===== src/rtl/irq_arb_pkg.sv =====
package irq_arb_pkg;
   localparam int IRQ_NUM = 13;

   // Bit positions double as cause codes; lower index means higher rank.
   localparam int SRC_RST   = 0;
   localparam int SRC_MCK   = 1;
   localparam int SRC_HDEC  = 2;
   localparam int SRC_CRIT  = 3;
   localparam int SRC_EE_LO = 4;   // first source gated by the external enable
   localparam int SRC_EXT   = 9;

   localparam logic [IRQ_NUM-1:0] LEVEL_DEFAULT =
      IRQ_NUM'((1 << SRC_CRIT) | (1 << SRC_EXT));
endpackage


===== src/rtl/irq_pending.sv =====
module irq_pending #(
   parameter int          N          = 13,
   parameter logic [N-1:0] LEVEL_MASK = '0
) (
   input  logic         clk_i,
   input  logic         rst_ni,
   input  logic [N-1:0] set_i,
   input  logic [N-1:0] clr_i,
   output logic [N-1:0] pend_o
);
   for (genvar k = 0; k < N; k++) begin : g_bit
      if (LEVEL_MASK[k]) begin : g_level
         always_ff @(posedge clk_i) begin
            if (!rst_ni) pend_o[k] <= 1'b0;
            else         pend_o[k] <= set_i[k];
         end
      end else begin : g_pulse
         always_ff @(posedge clk_i) begin
            if (!rst_ni) pend_o[k] <= 1'b0;
            else         pend_o[k] <= set_i[k] | (pend_o[k] & ~clr_i[k]);
         end
      end
   end
endmodule


===== src/rtl/irq_gate.sv =====
module irq_gate
   import irq_arb_pkg::*;
(
   input  logic [IRQ_NUM-1:0] pend_i,
   input  logic               ee_i,
   input  logic               ce_i,
   input  logic               hv_i,
   input  logic               pr_i,
   input  logic               hdec_en_i,
   output logic [IRQ_NUM-1:0] elig_o
);
   logic hdec_ok;

   always_comb begin
      hdec_ok = hdec_en_i & (ee_i | ~hv_i | pr_i);
      elig_o  = '0;
      elig_o[SRC_RST]  = pend_i[SRC_RST];
      elig_o[SRC_MCK]  = pend_i[SRC_MCK];
      elig_o[SRC_HDEC] = pend_i[SRC_HDEC] & hdec_ok;
      elig_o[SRC_CRIT] = pend_i[SRC_CRIT] & ce_i;
      for (int k = SRC_EE_LO; k < IRQ_NUM; k++) begin
         elig_o[k] = pend_i[k] & ee_i;
      end
   end
endmodule


===== src/rtl/irq_pick.sv =====
module irq_pick #(
   parameter int N = 13,
   parameter int W = 4
) (
   input  logic [N-1:0] req_i,
   output logic         any_o,
   output logic [W-1:0] idx_o,
   output logic [N-1:0] onehot_o
);
   always_comb begin
      any_o    = |req_i;
      idx_o    = '0;
      onehot_o = '0;
      for (int k = N - 1; k >= 0; k--) begin
         if (req_i[k]) begin
            idx_o    = W'(k);
            onehot_o = N'(1) << k;
         end
      end
   end
endmodule


===== src/rtl/irq_arbiter.sv =====
module irq_arbiter
   import irq_arb_pkg::*;
#(
   parameter int                  CAUSE_W    = 4,
   parameter logic [IRQ_NUM-1:0] LEVEL_MASK = LEVEL_DEFAULT
) (
   input  logic               clk_i,
   input  logic               rst_ni,
   input  logic [IRQ_NUM-1:0] set_i,
   input  logic               eval_i,
   input  logic               ee_i,
   input  logic               ce_i,
   input  logic               hv_i,
   input  logic               pr_i,
   input  logic               hdec_en_i,
   output logic               take_o,
   output logic [CAUSE_W-1:0] cause_o
);
   localparam int MIN_W = $clog2(IRQ_NUM);

   if (CAUSE_W < MIN_W) begin : g_bad_width
      $error("irq_arbiter: CAUSE_W too narrow for the source count");
   end

   logic [IRQ_NUM-1:0] pend_q;
   logic [IRQ_NUM-1:0] elig;
   logic [IRQ_NUM-1:0] win_oh;
   logic [IRQ_NUM-1:0] clr;
   logic               any_elig;
   logic [CAUSE_W-1:0] win_idx;

   irq_pending #(.N(IRQ_NUM), .LEVEL_MASK(LEVEL_MASK)) u_pend (
      .clk_i  (clk_i),
      .rst_ni (rst_ni),
      .set_i  (set_i),
      .clr_i  (clr),
      .pend_o (pend_q)
   );

   irq_gate u_gate (
      .pend_i    (pend_q),
      .ee_i      (ee_i),
      .ce_i      (ce_i),
      .hv_i      (hv_i),
      .pr_i      (pr_i),
      .hdec_en_i (hdec_en_i),
      .elig_o    (elig)
   );

   irq_pick #(.N(IRQ_NUM), .W(CAUSE_W)) u_pick (
      .req_i    (elig),
      .any_o    (any_elig),
      .idx_o    (win_idx),
      .onehot_o (win_oh)
   );

   // Only the winner of a real evaluation is retired; level sources never are.
   assign clr = (eval_i && any_elig) ? (win_oh & ~LEVEL_MASK) : '0;

   always_ff @(posedge clk_i) begin
      if (!rst_ni) begin
         take_o  <= 1'b0;
         cause_o <= '0;
      end else begin
         take_o <= eval_i & any_elig;
         if (eval_i && any_elig) cause_o <= win_idx;
      end
   end
endmodule


===== config.mk =====
export PLATFORM = sky130hd
export DESIGN_NAME = irq_arbiter
export DESIGN_NICKNAME = d
export VERILOG_FILES = /design/src/rtl/irq_arb_pkg.sv /design/src/rtl/irq_pending.sv /design/src/rtl/irq_gate.sv /design/src/rtl/irq_pick.sv /design/src/rtl/irq_arbiter.sv
export SDC_FILE = /design/constraint.sdc
export NUM_CORES = 1
export LEC_CHECK = 0
export BUFFER_PORTS_ARGS = -buffer_cell sky130_fd_sc_hd__buf_4
export CAP_MARGIN = 20
export CORE_MARGIN = 4
export CORE_UTILIZATION = 31
export DETAILED_ROUTE_END_ITERATION = 16
export PLACE_DENSITY = 0.54
export SLEW_MARGIN = 20
export SYNTH_ARGS = -nofsm -noshare
export SYNTH_HDL_FRONTEND = slang
export SYNTH_SLANG_ARGS = --single-unit

===== constraint.sdc =====
create_clock -name clk_i -period 3 [get_ports clk_i]
set_input_delay 0.3 -clock clk_i [delete_from_list [all_inputs] [get_ports clk_i]]
set_output_delay 0.3 -clock clk_i [all_outputs]
set_load 0.005 [all_outputs]

======== Yosys cells after proc, flatten, opt, wreduce, memory -nomap -nowiden ========
Cells that the tools add are included.
storage, ports and cells
  input bits .............................. 21
  bits in writable memories ............... 0
  memories kept ........................... 0
  bits in latches ......................... 0
  logic and storage cells ................. 93
  ROM bits ................................ 0
  flip-flop bits (word level) ............. 18
  output and inout bits ................... 5
operators by class
  multipliers ............................. 0
  equal/unequal tests ..................... 0
  $lt $le $gt $ge ......................... 0
  shift-type cells ........................ 0
  reduce and logical (&&, ||, !) cells .... 2
  bitwise operators ....................... 49
  div/mod/pow operators ................... 0
  muxes and demuxes ....................... 27
  add/subtract/negate cells ............... 0
operators by type and width
  cell                 number
  2-to-1 mux 13 bit    14
  2-to-1 mux 4 bit     13
  AND 1 bit            24
  bitwise OR 1 bit     13
  OR reduction 13 bit  1
  NOT 1 bit            12
  logical AND 1 bit    1

======== Depth between registers and ports, before layout ========
  depth in word-level cells ............... 18
  gate-level depth with buffers ........... 6
  gate-level depth less buffers ........... 5

======== By module ========
Synthesis repeated with hierarchy kept, for this count alone.
second synthesis, totals
  cells, all modules ...................... 126
  area, all modules ....................... 1086.0 sq um
by module, submodules not included
  module       times used  area each (sq um)  seq. area each (sq um)  cells an instance
  irq_pending  1           437.9              260.2                   38
  irq_pick     1           276.5              0.0                     40
  irq_arbiter  1           269.0              100.1                   34
  irq_gate     1           102.6              0.0                     14

======== Least setup slack after synthesis ========
No wires, ideal clock.
  kind .................................... reg-to-reg
  start ................................... register u_pend.pend_o[4]
  end ..................................... register u_pend.pend_o[12]
  clock period less this slack ............ 1586 ps
  slack ................................... 1414 ps
  cell stages (with the launch flop) ...... 6
  setup time .............................. 117 ps
  required time ........................... 2883 ps
  data arrival time ....................... 1469 ps
  cells stage by stage .................... dfxtp_1 -> o41ai_4 -> o2111ai_2 -> or3_1 -> a21oi_1 -> nor2_1
between the ends
  word-level cells in the longest chain between the ends .. 10
  elaborated cells on any way between the ends .. 12
RTL lines
  item                             RTL line           RTL
  start, declared                  irq_pending.sv:9   output logic [N-1:0] pend_o
  start signal, assigned by index  irq_pending.sv:20  else pend_o[k] <= set_i[k] | (pend_o[k] & ~clr_i[k]);
  AND 1 bit (*)                    irq_gate.sv:22     elig_o[k] = pend_i[k] & ee_i;
  2-to-1 mux 13 bit (5 in series)  irq_pick.sv:15     if (req_i[k]) begin
  2-to-1 mux 13 bit (*)            irq_arbiter.sv:58  assign clr = (eval_i && any_elig) ? (win_oh & ~LEVEL_MASK) : '0;
  NOT 1 bit (*)                    irq_pending.sv:20
  AND 1 bit (*)                    irq_pending.sv:20
  bitwise OR 1 bit (*)             irq_pending.sv:20
Mark *: on every way between the ends. The rest lies on a longest branch, timed or not.
A chain may end at the register's enable or synchronous reset.

======== Final worst setup path ========
Ends and elaborated chain as after synthesis.

==> flow_summary.ini <==
[global_route]
grtUsageTotal = 0.117
grt_pass1_wl_um = 3190
antenna_found_initial = 0
grt_max_degree = 13
grt_overflow = 0
grt_pass1_vias = 731

[yosys]
synth_top_family_by_area = compound AO/OA/AOI/OAI gates
syn-cell-area_sq_um = 835
ys_seq_elements = 18
synthXorXnorAreaFrac = 0
synth_fa_ha_area_frac = 0
synth_mux_area_frac = 0
postSynthNetCount = 118
yosysSeqAreaShare = 0.432
synth_warnings = 0
synthCells = 97
synth_ff_type = dfxtp_1
synth-compound-area-share = 0.288
post_synth.cell_area_avg_sq_um = 8.60
synth_edf_count = 0
yosys.area_share.simple = 0.253
synth.distinct_cells = 35
async_flop_share = 0

[finish]
diodes = 0
num-nets-final = 146
drive_gt1_frac = 0.276
fin_area_sq_um = 1070
area_growth_pct = 28.3
n_fill_cell = 275

[power_and_ir_drop]
power_density_nw_per_um2 = 442
leakage_nw = 0.432
power_w = 0.000474
irDropWorstVdd_mv = 0.213

[timing]
rsz0062_at_grt = false
hold_viol = 0
finalCritPeriodShare = 0.585
slew_violations = 0
max_slew_margin = 0.595
tightestPinTransition_ns = 0.603
fin_setup_tns_ns = 0
worst_clock_skew_ns = 0.000486
setup_viol = 0
max_freq_mhz = 570
period_minus_slack_ns = 1.75

[clock_tree]
cts_tree = done
post_cts_resized = 0
clock_latency_ns = 0.28
cts_root_buffer = clkbuf_4
cts-htree-levels = 1
clk_pin_slew_worst_paths_ns = 0.09
post_cts_buffers = 0
cts_buffer_depth = 2
cts_made_buffers = 3
hold_buffers = 0
clock-sinks = 18

[worst_setup_path]
critical_path_required_ns = 3.18
arrival_ns = 1.94
end_kind = flip-flop
worst-path-max-fanout = 7
worstSetupPathType = flip-flop to flip-flop
worstSetupStartpointType = flip-flop

[route]
routed_wl_um = 1880
drtIter0Drc = 11
wire_per_inst_um = 12.3
drc = 0
ant_nets = 0
vias = 792
drt_first_pass_iters = 4
vias_per_cell = 5.18

[die]
die_area_sq_um = 3590
die_y_um = 59.9
fp.coreArea_sq_um = 2520
num_rows = 18
io_pins = 26
start_util = 0.331
die_x_um = 59.9

[place]
portBuffers = 25
dp.final_hpwl_um = 1470
gp_congestion = 0.792
dpl_cell_area_sq_um = 1050

[run]
cap_violations = 0

[worst_hold_path]
hold_class = input pin to flip-flop

[run_status]
outcome = complete, no violations
## registers in the layout, indices dropped and copies added, names as in the netlist
register and count:
take_o 1, cause_o 4, u_pend.pend_o 13
## metal layers
metal  track usage  vias to the layer above  routed length, um
met5             0                        -                  0
met4        0.0190                        0                 15
met1         0.157                      360                854
li1              -                      407                  -
met2         0.179                       23                872
met3        0.0475                        2                137
## cell families after synthesis
logic type	after synthesis
simple gates	40
buf+inv	5
flops	18
compound gates	34
## cell usage in the layout (no fill, tap or decap), drive strengths merged
| cell | count |
|---|---|
| and2 | 2 |
| a211oi | 2 |
| nor3 | 1 |
| nand3 | 1 |
| buf | 25 |
| nor2 | 14 |
| nand3b | 1 |
| inv | 2 |
| or2 | 1 |
| nand4 | 1 |
| clkinv | 1 |
| or3 | 2 |
| a22oi | 1 |
| a21oi | 10 |
| or4 | 1 |
| o21a | 2 |
| a311oi | 1 |
| or4b | 1 |
| o21ai | 10 |
| o41a | 1 |
| clkbuf | 3 |
| nor3b | 3 |
| a21boi | 1 |
| o2111ai | 1 |
| nand2 | 9 |
| o41ai | 2 |
| o31ai | 1 |
| dfxtp | 18 |
| nor4 | 1 |
| nor2b | 2 |
| a31oi | 2 |
## metrics by stage
step | setup slack, ns | hold slack [ns] | cells | utilization
floorplan | 1.41 | 0.397 | 97 | -
global placement | 1.10 | 0.445 | 150 | 0.416
detailed placement | 1.05 | 0.450 | 150 | 0.416
CTS | 1.24 | 0.201 | 153 | 0.425
global route | 1.11 | 0.195 | 153 | 0.425
finish | 1.25 | 0.212 | 153 | 0.425
## critical path, cell delays in order (launching register included)
cell and delay, ns:
dfxtp_1 0.39, o41ai_4 0.44, o2111ai_2 0.23, or3_1 0.38, a21oi_1 0.16, nor2_1 0.05
## cell usage after synthesis, types with 2 or more instances
library cell | number | area share
o21ai_0 | 8 | 0.048
a31oi_1 | 2 | 0.015
dfxtp_1 | 18 | 0.43
nor3b_1 | 2 | 0.018
or3_1 | 2 | 0.015
inv_1 | 2 | 0.0090
and2_1 | 2 | 0.015
a21oi_1 | 10 | 0.060
a211oi_1 | 2 | 0.018
nor2b_1 | 2 | 0.015
nand2_1 | 9 | 0.040
o21a_1 | 2 | 0.018
nor2_1 | 14 | 0.063
## power breakdown
part           internal (W)  switching (W)
registers          0.000255      0.0000179
clock network     0.0000466      0.0000686
logic             0.0000457      0.0000395
## area by class of cell
type	count	area [sq um]	share of cell area
Multi-Input combinational cell	74	452	0.422
Sequential cell	18	360	0.336
Timing Repair Buffer	25	188	0.175
Tap cell	30	37.5	0.0350
Clock buffer	3	22.5	0.0210
Inverter	3	11.3	0.0105
## path summary, 6_finish.rpt
path	startpoint	slack [ns]	cells after the start	end
worst max-delay path	u_pend.pend_o[4]$_SDFF_PN0_	1.25	5	u_pend.pend_o[12]$_SDFF_PN0_
worst min register to register	cause_o[1]$_SDFFE_PN0P_	0.47	2	cause_o[1]$_SDFFE_PN0P_
worst min-delay path	set_i[10]	0.21	3	u_pend.pend_o[10]$_SDFF_PN0_
worst max register to register	u_pend.pend_o[4]$_SDFF_PN0_	1.25	5	u_pend.pend_o[12]$_SDFF_PN0_
Note: power is estimated with default switching activity, not from simulation.
